`config.mk`:
```
export PLATFORM = sky130hd
export DESIGN_NAME = cascade_fifo_chain
export DESIGN_NICKNAME = d
export VERILOG_FILES = /design/src/rtl/fifo_chain_pkg.sv /design/src/rtl/pulse_delay.sv /design/src/rtl/fifo_chain_stage.sv /design/src/rtl/cascade_fifo_chain.sv
export SDC_FILE = /design/constraint.sdc
export NUM_CORES = 1
export LEC_CHECK = 0
export BUFFER_PORTS_ARGS = -buffer_cell sky130_fd_sc_hd__buf_2
export CAP_MARGIN = 5
export CORE_ASPECT_RATIO = 0.8
export CORE_UTILIZATION = 58
export CTS_CLUSTER_SIZE = 12
export DETAILED_ROUTE_END_ITERATION = 8
export PLACE_DENSITY = 0.79
export SLEW_MARGIN = 20
export SYNTH_ARGS = -nofsm -noshare
export SYNTH_HDL_FRONTEND = slang
export SYNTH_HIERARCHICAL = 1
export SYNTH_SLANG_ARGS = --single-unit
```
`constraint.sdc`:
```
create_clock -name clk -period 3.2 [get_ports clk]
set_clock_uncertainty 0.2 [all_clocks]
set_input_delay 0.32 -clock clk [delete_from_list [all_inputs] [get_ports clk]]
set_output_delay 0.32 -clock clk [all_outputs]
set_load 0.02 [all_outputs]
```
`src/rtl/fifo_chain_pkg.sv`:
```
package fifo_chain_pkg;

    // Edges from an accepted write until the read side counts it.
    localparam int WR_VISIBLE_LAG = 3;
    // Edges from an accepted read until the write side counts the slot free.
    localparam int RD_VISIBLE_LAG = 2;

    typedef enum logic {
        IN_OPEN,
        IN_FULL
    } in_state_e;

    typedef enum logic {
        OUT_EMPTY,
        OUT_READY
    } out_state_e;

endpackage

```
`src/rtl/pulse_delay.sv`:
```
module pulse_delay #(
    parameter int LEN = 2
) (
    input  logic clk,
    input  logic rst_n,
    input  logic pulse_in,
    output logic pulse_out
);

    logic [LEN-1:0] shift_q;

    generate
        if (LEN == 1) begin : g_single
            always_ff @(posedge clk or negedge rst_n) begin
                if (!rst_n) shift_q <= '0;
                else        shift_q <= pulse_in;
            end
        end else begin : g_multi
            always_ff @(posedge clk or negedge rst_n) begin
                if (!rst_n) shift_q <= '0;
                else        shift_q <= {shift_q[LEN-2:0], pulse_in};
            end
        end
    endgenerate

    assign pulse_out = shift_q[LEN-1];

endmodule

```
`src/rtl/fifo_chain_stage.sv`:
```
module fifo_chain_stage
    import fifo_chain_pkg::*;
#(
    parameter int WIDTH = 8,
    parameter int DEPTH = 8
) (
    input  logic             clk,
    input  logic             rst_n,
    input  logic             wen_n,
    input  logic [WIDTH-1:0] din,
    output logic             ir_n,
    input  logic             ren_n,
    output logic [WIDTH-1:0] dout,
    output logic             or_n
);

    localparam int AW = (DEPTH > 1) ? $clog2(DEPTH) : 1;
    localparam int CW = $clog2(DEPTH + 1);
    localparam logic [AW-1:0] LAST_SLOT = AW'(DEPTH - 1);
    localparam logic [CW-1:0] FULL_CNT  = CW'(DEPTH);

    logic [WIDTH-1:0] mem [DEPTH];
    logic [AW-1:0]    wptr, rptr;
    logic [CW-1:0]    wr_used, wr_used_nxt;
    logic [CW-1:0]    rd_avail, rd_avail_nxt;
    in_state_e        in_state, in_state_nxt;
    out_state_e       out_state, out_state_nxt;

    logic do_wr, do_rd;
    logic wr_seen, rd_seen;

    assign do_wr = !wen_n && !ir_n;
    assign do_rd = !ren_n && !or_n;

    pulse_delay #(.LEN(WR_VISIBLE_LAG)) u_wr_lag (
        .clk(clk), .rst_n(rst_n), .pulse_in(do_wr), .pulse_out(wr_seen)
    );

    pulse_delay #(.LEN(RD_VISIBLE_LAG)) u_rd_lag (
        .clk(clk), .rst_n(rst_n), .pulse_in(do_rd), .pulse_out(rd_seen)
    );

    // Write side counts its own writes at once and reads late; read side the opposite.
    always_comb begin
        wr_used_nxt  = wr_used + CW'(do_wr) - CW'(rd_seen);
        rd_avail_nxt = rd_avail + CW'(wr_seen) - CW'(do_rd);
    end

    always_comb begin
        in_state_nxt = in_state;
        unique case (in_state)
            IN_OPEN: if (wr_used_nxt == FULL_CNT) in_state_nxt = IN_FULL;
            IN_FULL: if (wr_used_nxt != FULL_CNT) in_state_nxt = IN_OPEN;
            default: in_state_nxt = IN_OPEN;
        endcase
    end

    always_comb begin
        out_state_nxt = out_state;
        unique case (out_state)
            OUT_EMPTY: if (rd_avail_nxt != '0) out_state_nxt = OUT_READY;
            OUT_READY: if (rd_avail_nxt == '0) out_state_nxt = OUT_EMPTY;
            default:   out_state_nxt = OUT_EMPTY;
        endcase
    end

    // State register process.
    always_ff @(posedge clk or negedge rst_n) begin
        if (!rst_n) begin
            in_state  <= IN_OPEN;
            out_state <= OUT_EMPTY;
            wr_used   <= '0;
            rd_avail  <= '0;
            wptr      <= '0;
            rptr      <= '0;
        end else begin
            in_state  <= in_state_nxt;
            out_state <= out_state_nxt;
            wr_used   <= wr_used_nxt;
            rd_avail  <= rd_avail_nxt;
            if (do_wr) wptr <= (wptr == LAST_SLOT) ? '0 : wptr + AW'(1);
            if (do_rd) rptr <= (rptr == LAST_SLOT) ? '0 : rptr + AW'(1);
        end
    end

    always_ff @(posedge clk) begin
        if (do_wr) mem[wptr] <= din;
    end

    // Output process.
    always_comb begin
        ir_n = (in_state == IN_FULL);
        or_n = (out_state != OUT_READY);
        dout = mem[rptr];
    end

    a_r1_no_overflow: assert property (@(posedge clk) disable iff (!rst_n)
        wr_used <= FULL_CNT);

    a_r2_read_view_lags: assert property (@(posedge clk) disable iff (!rst_n)
        rd_avail <= wr_used);

    a_r3_ripple_step: assert property (@(posedge clk) disable iff (!rst_n)
        $fell(or_n) |-> $past(do_wr, 4));

    a_r4_bubble_step: assert property (@(posedge clk) disable iff (!rst_n)
        $fell(ir_n) |-> $past(do_rd, 3));

    a_r8_hold_output: assert property (@(posedge clk) disable iff (!rst_n)
        (!or_n && ren_n) |=> (!or_n && $stable(dout)));

endmodule

```
`src/rtl/cascade_fifo_chain.sv`:
```
module cascade_fifo_chain #(
    parameter int WIDTH       = 8,
    parameter int STAGE_DEPTH = 8,
    parameter int STAGES      = 3
) (
    input  logic             clk,
    input  logic             rst_n,
    input  logic             wr_en_n,
    input  logic [WIDTH-1:0] wr_data,
    output logic             in_ready_n,
    input  logic             rd_en_n,
    output logic [WIDTH-1:0] rd_data,
    output logic             out_ready_n
);

    localparam int LAST = STAGES - 1;

    logic             st_ir_n [STAGES];
    logic             st_or_n [STAGES];
    logic [WIDTH-1:0] st_dout [STAGES];

    generate
        for (genvar k = 0; k < STAGES; k++) begin : g_stage
            logic             link_wen_n;
            logic [WIDTH-1:0] link_din;
            logic             link_ren_n;

            if (k == 0) begin : g_head
                assign link_wen_n = wr_en_n;
                assign link_din   = wr_data;
            end else begin : g_body_in
                assign link_wen_n = st_or_n[k-1];
                assign link_din   = st_dout[k-1];
            end

            if (k == LAST) begin : g_tail
                assign link_ren_n = rd_en_n;
            end else begin : g_body_out
                assign link_ren_n = st_ir_n[k+1];
            end

            fifo_chain_stage #(.WIDTH(WIDTH), .DEPTH(STAGE_DEPTH)) u_stage (
                .clk   (clk),
                .rst_n (rst_n),
                .wen_n (link_wen_n),
                .din   (link_din),
                .ir_n  (st_ir_n[k]),
                .ren_n (link_ren_n),
                .dout  (st_dout[k]),
                .or_n  (st_or_n[k])
            );
        end
    endgenerate

    assign in_ready_n  = st_ir_n[0];
    assign out_ready_n = st_or_n[LAST];
    assign rd_data     = st_dout[LAST];

    a_r6_refused_write_no_head_change: assert property (@(posedge clk) disable iff (!rst_n)
        (in_ready_n && !wr_en_n && rd_en_n && !out_ready_n) |=> $stable(rd_data));

endmodule

```
==> results of run 1 <==
[registers in the layout (all words and copies together), names as in the netlist]
signal,count
g_stage.u_stage/wr_used,12
g_stage.u_stage/u_wr_lag/shift_q,9
g_stage.u_stage/mem,192
g_stage.u_stage/wptr,9
g_stage.u_stage/ir_n,3
g_stage.u_stage/rd_avail,12
g_stage.u_stage/rptr,9
g_stage.u_stage/out_state,3
g_stage.u_stage/u_rd_lag/shift_q,6
[layer usage]
| metal | track usage | up-vias |
|---|---|---|
| met5 | 0 | - |
| met4 | 0.04974 | 0 |
| met3 | 0.03095 | 31 |
| met2 | 0.3269 | 82 |
| met1 | 0.2235 | 2377 |
| li1 | - | 2218 |
[final cells by class]
type,instances,area [um2],area share
timing repair buffer,43,297.8,0.02559
sequential,255,7342,0.6309
tap,225,281.5,0.02419
inverter,39,146.4,0.01258
clock buffer,45,720.7,0.06193
multi-input combinational,237,2849,0.2448
[logic make-up (layout without fill, tap and decap cells)]
| family | Yosys count | count (layout) |
|---|---|---|
| fa+ha+maj | 42 | 42 |
| buf+inv | 54 | 127 |
| simple gates | 78 | 78 |
| flops | 255 | 255 |
| xor+xnor | 12 | 12 |
| mux | 87 | 87 |
| compound gates | 18 | 18 |
[what timing repair did]
action                    CTS  global route
resized for setup           0             0
hold endpoints to repair  104             0
setup buffers               0             0
hold buffers               11             0
[through the flow]
| step | setup WS (ns) | instance area, um2 | hold slack [ns] |
|---|---|---|---|
| after detailed placement | 0.7267 | 10810 | 0.1347 |
| after CTS | 0.4298 | 11640 | 0.1481 |
| after global placement | 0.8261 | 10810 | 0.1321 |
| after global routing | 0.3752 | 11640 | 0.1571 |
| final | 0.4709 | 11640 | 0.1495 |
| after floorplan | 0.8652 | 10470 | -0.1756 |
[synth_stat cells, drive strengths merged, types with 6 or more instances]
cell and number:
clkbuf 6, nor2 30, edfxtp 192, a21oi 12, nand3 6, inv 39, nor3 12, ha 36
mux2 39, nand2b 9, nand2 6, buf 9, fa 6, dfrtp 63, and3 6, mux4 48
xor2 9
[power groups by stage]
stage	combinational (uW)	clock, uW	sequential [uW]
2_1_floorplan	3500	0	5460
3_3_place_gp	3890	0	5700
3_5_place_dp	4190	0	5790
4_1_cts	4230	2680	5740
5_1_grt	4610	2800	5830
6_report	4150	2610	5710
[worst paths after layout]
path                                                        startpoint                                     end  slack, ns  cells past startpoint
worst max-delay path                        g_stage[2].u_stage/rptr[0]                              rd_data[1]       0.47                      4
worst min-delay path            g_stage[0].u_stage/u_wr_lag/shift_q[0]  g_stage[0].u_stage/u_wr_lag/shift_q[1]       0.15                      0
worst max register to register            g_stage[0].u_stage/out_state                 g_stage[1].u_stage/ir_n       0.79                      9
worst min register to register  g_stage[0].u_stage/u_wr_lag/shift_q[0]  g_stage[0].u_stage/u_wr_lag/shift_q[1]       0.15                      0
max in group asynchronous                                        rst_n  g_stage[2].u_stage/u_wr_lag/shift_q[1]       1.82                      3
min in group asynchronous                                        rst_n           g_stage[0].u_stage/wr_used[2]       0.26                      2
[worst register-to-register path: stages, from the launching register on]
cell and delay [ns]:
sky130_fd_sc_hd__dfrtp_1 0.32, sky130_fd_sc_hd__inv_1 0.05, sky130_fd_sc_hd__or2_2 0.33, sky130_fd_sc_hd__ha_1 0.29
sky130_fd_sc_hd__inv_1 0.05, sky130_fd_sc_hd__ha_1 0.15, sky130_fd_sc_hd__inv_1 0.06, sky130_fd_sc_hd__fa_1 0.37
sky130_fd_sc_hd__xnor2_1 0.16, sky130_fd_sc_hd__nor4_1 0.31
==> results.txt, run 1 <==
----------------------------------------------------
[Global routing]
  Global-route wire length before repair ... around 26000 um
  Overflow left after global routing ... 0
  GRT Util Overall ... 0.1792
  Vias in the first global route ... 5141
  Antenna violations before repair ... 0
  Pin count of the biggest net entering global routing ... 40

[Timing]
  Setup repair after global routing missed its margin ... no
  Pin slew with the least headroom to its limit ... roughly 0.86 ns
  Achievable frequency ... approximately 370 MHz
  Hold Vio Cnt, Final ... 0
  Worst max-slew margin expressed relative to the limit ... 0.4277
  Fin crit share ... 0.8528
  Final min period ... about 2.7 ns
  Count of final max-slew check failures ... 0
  Setup violations, final ... 0
  Total Negative Setup Slacks ... 0 ns

[Route]
  Top layer reached by signal wires ... met4
  Detailed-route wire length per cell ... about 18 um
  First-iteration detailed-routing DRC count ... between 150 and 200
  Total Wirelength ... ~15000 um
  Antenna violation net count after detailed routing ... 0
  Routed metal-1 wirelength ... between 6000 and 7000 um
  First-pass detailed-route iteration total ... 8
  Via count normalized by instance count ... about 5.6
  Post-route DRC ... 3
  Met2 layer wire length in the routed design ... 7962 um
  Detailed-route via count ... between 4000 and 5000
  Met3 WL ... 539 um

[Worst setup path]
  CP cell instances ... buf_4 -> mux4_1 -> mux2_4 -> buf_2
  Kind of cell adding the most delay to the critical path ... multiplexers
  Critical path data arrival time ... between 2 and 2.5 ns
  Max stage delay on crit path ... between 0.6 and 0.7 ns
  Endpoint class of the critical path ... primary output
  Number of buffer and inverter instances along the worst setup path ... 2
  Highest net fanout along the worst path ... 19
  Crit path kind ... reg2out
  Data required time of the critical path ... between 2 and 3 ns
  Element type at the critical path start ... flop
  Cell with the largest stage delay on the worst path ... sky130_fd_sc_hd__mux4_1

[Clock network]
  Reg clk slew, reported paths ... about 0.060 ns
  Sink Count ... approximately 260
  CTS tree ... done
  Level count of the clock H-tree ... 1
  Buffers from clock root to sink, at most ... 3
  Number of buffers created by CTS ... 25
  Clock Root Buffer ... sky130_fd_sc_hd__clkbuf_16
  Clock latency reported for the late side of the worst-skew pair ... just over 0.5 ns

[Run]
  Max-cap violation count ... 0

[Synthesis]
  Multiplexer fraction of the synthesized cell area ... 0.1624
  Post-Synth Adder-Cell Area ... 0.05450
  Compound-cell area share of the yosys netlist ... 0.009322
  Gate Count Post-Synth ... around 550
  Post-synthesis cell type count ... 27
  Area share of and/or/nand/nor cells after synthesis ... 0.03586
  Synthesized area per cell ... about 19 um2
  Ranking of synthesized cells by area ... sky130_fd_sc_hd__edfxtp_1, sky130_fd_sc_hd__dfrtp_1, sky130_fd_sc_hd__mux4_1
  Yosys warnings ... 6
  Predominant post-synthesis flop cell ... sky130_fd_sc_hd__edfxtp_1
  Part of the Yosys area used for sequential elements ... 0.7013
  Share of async-settable or async-resettable flops after synthesis ... 0.2471
  Area share of the largest cell type after synthesis ... 0.5507
  Main combinational cell family by area after synthesis ... multiplexers
  Combined area of all synthesized cells ... around 0.010 mm2
  Number of flip-flops and latches in the synthesized netlist ... around 260
  Library cell with the largest summed area after synthesis ... sky130_fd_sc_hd__edfxtp_1
  Post-synth net total ... 600
  Post-synthesis share of cell area spent on xor and xnor gates ... 0.01004
  EDFF count, synth ... ~190

[Final layout]
  Fill cells ... ~1100
  Post-layout instance count excluding filler cells ... between 800 and 900
  Most frequent cells in the layout ... sky130_fd_sc_hd__edfxtp_1, sky130_fd_sc_hd__dfrtp_1, sky130_fd_sc_hd__inv_1
  Fin util ... 0.6655
  Leading cell type in the layout, fill and taps excluded ... sky130_fd_sc_hd__edfxtp_1
  Number of antenna cells inserted ... 0
  Share of post-route cells with drive strength above 1 ... 0.2019
  Post-layout net count ... 655
  Synth-to-Final Area Change ... 11.16%

[Pwr]
  Proportion of power drawn by flip-flops and latches ... 0.458
  Share of total power in the clock network ... 0.209
  Static Leakage ... 0.004426 uW
  Total power ... 12480 uW
  Combinational power share ... 0.333
  Net switching component of the power ... between 3000 and 4000 uW
  Total power per unit cell area ... roughly 1100 mW/mm2
  Switch share ... 0.3038
  Max VDD drop ... approximately 570 uV
  Internal power component ... about 8700 uW

[Place]
  Final estimated routing congestion in global placement ... about 0.69
  HPWL after DPL ... 10050 um
  Cell count after placement ... ~800
  Count of input and output buffers ... 21

[Floorplan]
  Core Rows ... 43
  Area of the core ... between 0.015 and 0.02 mm2
  Die outline height ... ~120 um
  Overall die width ... ~150 um
  Initial core utilization ... 0.5987
  Ports ... 22
  Die area ... ~0.019 mm2

[Worst hold path]
  Worst hold-check path type ... reg2reg

[Outcome]
  Run status ... complete, but fails checks
  Failing checks ... design-rule violations

----------------------------------------------------
Power figures use the tool's default switching activity.
==> run 2: changes to the inputs <==
--- a/config.mk
+++ b/config.mk
@@ -11,6 +11,7 @@
 export CORE_UTILIZATION = 58
 export CTS_CLUSTER_SIZE = 12
 export DETAILED_ROUTE_END_ITERATION = 8
+export MAX_ROUTING_LAYER = met4
 export PLACE_DENSITY = 0.79
 export SLEW_MARGIN = 20
 export SYNTH_ARGS = -nofsm -noshare
==> run 2 against run 1 <==
The flow still finishes with violations (design-rule violations). Clock-buffer cell count did not move. Fmax decreased by 0.12%. Non-clock buffer count stayed put. Flip-flop and latch count is the same. Worst setup slack worse by 0.0031 ns. Global-route usage rose by 0.57 points. Critical path depth unchanged. Largest power group unchanged. Highest routed layer unchanged.
==> results.txt, run 2 (same netlist as run 1, synthesis figures left out) <==
----------------------------------------------------
[Global routing]
  Antenna violations before repair ... 0
  Overflow left after global routing ... 0
  GRT Util Overall ... 0.1849
  Global-route wire length before repair ... between 20000 and 30000 um
  Pin count of the biggest net entering global routing ... 40
  Vias in the first global route ... around 5000

[Route]
  Met2 layer wire length in the routed design ... between 7000 and 8000 um
  First-iteration detailed-routing DRC count ... about 180
  Total Wirelength ... roughly 16000 um
  Via count normalized by instance count ... 5.569
  Antenna violation net count after detailed routing ... 0
  Top layer reached by signal wires ... met4
  Detailed-route wire length per cell ... 18.39 um
  First-pass detailed-route iteration total ... 8
  Met3 WL ... about 470 um
  Post-route DRC ... 3
  Routed metal-1 wirelength ... between 6000 and 7000 um
  Detailed-route via count ... 4700

[Floorplan]
  Overall die width ... around 150 um
  Core Rows ... 43
  Die outline height ... 122.2 um
  Initial core utilization ... 0.5987
  Ports ... 22
  Die area ... 0.01859 mm2
  Area of the core ... around 0.017 mm2

[Clock network]
  Quantity of gates resized following cts ... 0
  Buffers from clock root to sink, at most ... 3
  Reg clk slew, reported paths ... around 0.06 ns
  Level count of the clock H-tree ... 1
  Sink Count ... 255
  Clock Root Buffer ... sky130_fd_sc_hd__clkbuf_16
  CTS tree ... done
  Clock latency reported for the late side of the worst-skew pair ... a little over 0.5 ns
  Number of buffers created by CTS ... 25

[Timing]
  Fin crit share ... 0.8538
  Setup violations, final ... 0
  Count of final max-slew check failures ... 0
  Worst max-slew margin expressed relative to the limit ... 0.4304
  Setup repair after global routing missed its margin ... no
  Hold Vio Cnt, Final ... 0
  Achievable frequency ... about 370 MHz
  Final min period ... 2.732 ns
  Pin slew with the least headroom to its limit ... 0.8512 ns
  Minimum hold slack ... between 0.1 and 0.15 ns
  Total Negative Setup Slacks ... 0 ns

[Pwr]
  Net switching component of the power ... roughly 3800 uW
  Max VDD drop ... roughly 570 uV
  Proportion of power drawn by flip-flops and latches ... 0.457
  Share of total power in the clock network ... 0.210
  Internal power component ... between 8000 and 9000 uW
  Switch share ... 0.3041
  Static Leakage ... between 0.004 and 0.005 uW
  Total power per unit cell area ... around 1100 mW/mm2
  Combinational power share ... 0.333

[Worst setup path]
  Element type at the critical path start ... flop
  Critical path data arrival time ... 2.21 ns
  Data required time of the critical path ... 2.68 ns
  Endpoint class of the critical path ... primary output
  Highest net fanout along the worst path ... 19
  Crit path kind ... reg2out

[Final layout]
  Fill cells ... between 1000 and 1500
  Share of post-route cells with drive strength above 1 ... 0.2019
  Number of antenna cells inserted ... 0
  Synth-to-Final Area Change ... 11.16%
  Largest registers ranked by flip-flop count ... g_stage.u_stage/mem (192), g_stage.u_stage/rd_avail (12), g_stage.u_stage/wr_used (12)
  Most frequent cells in the layout ... sky130_fd_sc_hd__edfxtp_1, sky130_fd_sc_hd__dfrtp_1, sky130_fd_sc_hd__inv_1
  Leading cell type in the layout, fill and taps excluded ... sky130_fd_sc_hd__edfxtp_1
  Number of flip-flops in the largest register ... between 150 and 200
  Post-layout net count ... ~660
  Register with the most flip-flops ... g_stage.u_stage/mem

[Run]
  Max-cap violation count ... 0

[Worst hold path]
  Worst hold-check path type ... reg2reg

[Place]
  Count of input and output buffers ... 21
  HPWL after DPL ... slightly above 10000 um
  Final estimated routing congestion in global placement ... between 0.7 and 0.8

[Outcome]
  Run status ... complete, but fails checks
  Failing checks ... design-rule violations

----------------------------------------------------
==> run 2: cell counts in the layout (fill, tap and decap cells not counted) <==
No cell type changed its count.
==> run 2: power by group through the flow <==
| stage | logic, uW | registers [uW] | clock network [uW] |
|---|---|---|---|
| 2_1_floorplan | 3500 | 5460 | 0 |
| 3_3_place_gp | 3890 | 5700 | 0 |
| 4_1_cts | 4230 | 5740 | 2680 |
| 5_1_grt | 4610 | 5830 | 2800 |
| 3_5_place_dp | 4190 | 5790 | 0 |
| 6_report | 4160 | 5710 | 2620 |
==> run 2: critical path, cell delays in order, from the launching register on <==
cell and delay [ns]:
sky130_fd_sc_hd__dfrtp_1 0.32, sky130_fd_sc_hd__buf_4 0.30, sky130_fd_sc_hd__mux4_1 0.64, sky130_fd_sc_hd__mux2_4 0.28, sky130_fd_sc_hd__buf_2 0.16
==> run 2: per-stage QoR <==
step / std cells / instance area, um2 / setup WS, ns / power [uW] / util
floorplan: 546 / 10470 / 0.8652 / 8962 / -
global placement: 788 / 10810 / 0.8261 / 9592 / 0.6180
detailed placement: 788 / 10810 / 0.7267 / 9977 / 0.6180
CTS: 844 / 11640 / 0.4298 / 12640 / 0.6655
global route: 844 / 11640 / 0.3752 / 13240 / 0.6655
finish: 844 / 11640 / 0.4678 / 12480 / 0.6655
==> run 2: routing by layer <==
metal	global-route usage	vias up
li1	-	2217
met1	0.2237	2377
met2	0.3266	75
met3	0.03095	31
met4	0.04974	0
met5	-	-
==> run 2: area by class of cell <==
class                      count  area (um2)  area share
tap                          225       281.5     0.02419
timing repair buffer          43       297.8     0.02559
multi-input combinational    237        2849      0.2448
clock buffer                  45       720.7     0.06193
sequential                   255        7342      0.6309
inverter                      39       146.4     0.01258
==> run 2: repair_timing <==
action                                 in CTS  in global routing
hold buffers                               11                  0
endpoints found under the hold margin     104                  0
buffers inserted                            0                  0
==> run 2: path summary, 6_finish.rpt <==
path / from / endpoint / slack [ns] / cells after the start
min in group asynchronous: rst_n / g_stage[0].u_stage/wr_used[3] / 0.25 / 2
hold reg to reg: g_stage[0].u_stage/u_wr_lag/shift_q[0] / g_stage[0].u_stage/u_wr_lag/shift_q[1] / 0.15 / 0
setup / recovery: g_stage[2].u_stage/rptr[0] / rd_data[1] / 0.47 / 4
max in group asynchronous: rst_n / g_stage[2].u_stage/u_wr_lag/shift_q[1] / 1.82 / 3
hold / removal: g_stage[0].u_stage/u_wr_lag/shift_q[0] / g_stage[0].u_stage/u_wr_lag/shift_q[1] / 0.15 / 0
setup reg to reg: g_stage[0].u_stage/out_state / g_stage[1].u_stage/ir_n / 0.79 / 9
==> run 3: changes to the inputs <==
--- a/config.mk
+++ b/config.mk
@@ -8,11 +8,11 @@
 export BUFFER_PORTS_ARGS = -buffer_cell sky130_fd_sc_hd__buf_2
 export CAP_MARGIN = 5
 export CORE_ASPECT_RATIO = 0.8
-export CORE_UTILIZATION = 58
+export CORE_UTILIZATION = 40
 export CTS_CLUSTER_SIZE = 12
 export DETAILED_ROUTE_END_ITERATION = 8
 export MAX_ROUTING_LAYER = met4
-export PLACE_DENSITY = 0.79
+export PLACE_DENSITY = 0.59
 export SLEW_MARGIN = 20
 export SYNTH_ARGS = -nofsm -noshare
 export SYNTH_HDL_FRONTEND = slang
==> constraint.sdc (replaced) <==
create_clock -name clk -period 3.2 [get_ports clk]
set_clock_uncertainty 0.2 [all_clocks]
set_input_delay 0.64 -clock clk [delete_from_list [all_inputs] [get_ports clk]]
set_output_delay 0.64 -clock clk [all_outputs]
set_load 0.02 [all_outputs]
==> run 3 against run 2 <==
Via count decreased by 0.66%. Global-route usage decreased by 6.0 points. Final area increased by 0.96%. The flow now finishes without violations. Non-clock buffer count decreased by 8. Sequential share of layout area decreased by 0.60 points. Combinational power decreased by 1%. Register-to-register slack got worse by 0.03 ns. Total power increased by 0.75%. Largest power group unchanged. Wire length increased by 0.40%. Die area increased by 44%. Clock-buffer cell count decreased by 1.
==> results.txt, run 3 (same netlist as run 1, synthesis figures left out) <==
----------------------------------------------------
[Route]
  Total Wirelength ... 15580 um
  Top layer reached by signal wires ... met4
  Antenna violation net count after detailed routing ... 0
  Detailed-route via count ... between 4000 and 5000
  Met2 layer wire length in the routed design ... about 7400 um
  Routed metal-1 wirelength ... approximately 7300 um
  Via count normalized by instance count ... between 4 and 5
  Detailed-route wire length per cell ... between 15 and 20 um
  First-iteration detailed-routing DRC count ... 238
  First-pass detailed-route iteration total ... 4
  Met3 WL ... 468 um
  Post-route DRC ... 0

[Timing]
  Fin crit share ... 0.9495
  Setup repair after global routing missed its margin ... no
  Final min period ... ~3 ns
  Count of final max-slew check failures ... 0
  Total Negative Setup Slacks ... 0 ns
  Hold Vio Cnt, Final ... 0
  Setup violations, final ... 0
  Achievable frequency ... between 300 and 400 MHz
  Pin slew with the least headroom to its limit ... around 0.90 ns
  Worst max-slew margin expressed relative to the limit ... 0.3994

[Worst setup path]
  CP Capture Point ... rd_data[7]
  Number of gates on the worst path with buffers counted ... 4
  CP cell instances ... buf_4 -> mux4_1 -> mux2_4 -> buf_2
  Logic depth of the worst register-to-register path ... 8
  Cell with the largest stage delay on the worst path ... sky130_fd_sc_hd__mux4_1
  Kind of cell adding the most delay to the critical path ... multiplexers
  Highest net fanout along the worst path ... 19
  Critical path data arrival time ... between 2 and 2.5 ns
  Crit path kind ... reg2out
  Worst setup startpoint ... g_stage[2].u_stage/rptr[0]
  Element type at the critical path start ... flop
  Setup slack of the worst register-to-register path ... 0.76 ns
  Number of buffer and inverter instances along the worst setup path ... 2
  Max stage delay on crit path ... 0.62 ns
  Endpoint class of the critical path ... primary output
  Capture instance of the worst register-to-register path ... g_stage[2].u_stage/ir_n
  Crit Reg-Reg Startpoint ... g_stage[2].u_stage/ir_n
  Data required time of the critical path ... between 2 and 2.5 ns

[Clock network]
  Quantity of gates resized following cts ... 0
  Postcts setup bufs ... 0
  Reg clk slew, reported paths ... about 0.05 ns
  Sink Count ... 255
  Number of buffers created by CTS ... 26
  Clock Root Buffer ... sky130_fd_sc_hd__clkbuf_16
  Clock latency reported for the late side of the worst-skew pair ... ~0.53 ns
  Hold Buf Count CTS ... 0
  CTS tree ... done
  Level count of the clock H-tree ... 1
  Buffers from clock root to sink, at most ... 3

[Final layout]
  Largest registers ranked by flip-flop count ... g_stage.u_stage/mem (192), g_stage.u_stage/rd_avail (12), g_stage.u_stage/wr_used (12)
  Number of flip-flops in the largest register ... approximately 190
  Leading cell type in the layout, fill and taps excluded ... sky130_fd_sc_hd__edfxtp_1
  Synth-to-Final Area Change ... 12.23%
  Number of antenna cells inserted ... 0
  Most frequent cells in the layout ... sky130_fd_sc_hd__edfxtp_1, sky130_fd_sc_hd__dfrtp_1, sky130_fd_sc_hd__inv_1
  Register with the most flip-flops ... g_stage.u_stage/mem
  Share of post-route cells with drive strength above 1 ... 0.2134
  Post-layout net count ... about 650

[Place]
  HPWL after DPL ... a little over 10000 um
  Count of input and output buffers ... 21
  Final estimated routing congestion in global placement ... 0.7549

[Pwr]
  Static Leakage ... between 0.004 and 0.005 uW
  Total power per unit cell area ... 1071 mW/mm2
  Max VDD drop ... approximately 610 uV
  Total power ... around 13000 uW

[Outcome]
  Run status ... finished, final reports clean

[Floorplan]
  Ports ... 22
  Area of the core ... between 0.02 and 0.03 mm2
  Die outline height ... approximately 150 um
  Overall die width ... between 150 and 200 um
  Core Rows ... between 50 and 60
  Die area ... between 0.02 and 0.03 mm2
  Initial core utilization ... 0.4105

[Global routing]
  Overflow left after global routing ... 0
  Vias in the first global route ... just under 5000
  Global-route wire length before repair ... 25820 um
  GRT Util Overall ... 0.1251
  Pin count of the biggest net entering global routing ... 64
  Antenna violations before repair ... 0

[Worst hold path]
  Worst hold-check path type ... in2async

[Run]
  Max-cap violation count ... 0

----------------------------------------------------
-- run 3: changes by cell type in the layout (fill, tap and decap cells not counted), sizes merged --
cell and delta:
clkinv +3, clkbuf -1, dlygate4sd3 -11, inv +1, buf +3
-- run 3: worst reg2reg max path, delay by kind of cell (launching register included) --
| family | cells | cell delay, ns |
|---|---|---|
| AND/OR/NAND/NOR | 2 | 0.62 |
| flip-flops | 1 | 0.38 |
| adder cells (fa/ha/maj) | 3 | 0.84 |
| buffers and inverters | 2 | 0.12 |
| XOR/XNOR | 1 | 0.17 |
-- run 3: stage by stage --
stage | utilization | instance area, um2 | instances | hold slack [ns] | worst slack, ns
finish | 0.4607 | 11750 | 965 | 0.08289 | 0.1615
detailed placement | 0.4308 | 10990 | 917 | 0.1363 | 0.3862
global route | 0.4607 | 11750 | 965 | 0.1460 | 0.05699
CTS | 0.4607 | 11750 | 965 | 0.1127 | 0.1147
global placement | 0.4308 | 10990 | 917 | 0.1339 | 0.5218
floorplan | - | 10470 | 546 | 0.1312 | 0.6783
-- run 3: metal layers --
layer / track usage / up-vias
li1: - / 2205
met1: 0.1667 / 2367
met2: 0.2000 / 66
met3: 0.02181 / 31
met4: 0.03250 / 0
met5: - / -
-- run 3: power by group --
part / internal, uW / total, uW / switching, uW
clock network: 1550 / 2730 / 1190
registers: 5140 / 5720 / 575
logic: 2040 / 4120 / 2090
-- run 3: cell type report --
cell class                 instances  area, um2
fill                            2180      13760
tap                              351      439.2
inverter                          39      146.4
timing repair buffer              35      210.2
sequential                       255       7342
clock buffer                      44      728.2
multi-input combinational        237       2849
clock inverter                     4      33.78
-- run 3: how the worst min path moves through the flow --
stage	start	end	slack (ns)	depth (start not counted)
CTS	rst_n	g_stage[0].u_stage/wptr[0]	0.11	2
finish	rst_n	g_stage[0].u_stage/wr_used[1]	0.08	2
floorplan	g_stage[0].u_stage/u_rd_lag/shift_q[0]	g_stage[0].u_stage/u_rd_lag/shift_q[1]	0.13	0
global route	rd_en_n	g_stage[2].u_stage/u_rd_lag/shift_q[0]	0.15	2
detailed placement	g_stage[1].u_stage/u_wr_lag/shift_q[0]	g_stage[1].u_stage/u_wr_lag/shift_q[1]	0.14	0
global placement	g_stage[2].u_stage/u_wr_lag/shift_q[0]	g_stage[2].u_stage/u_wr_lag/shift_q[1]	0.13	0
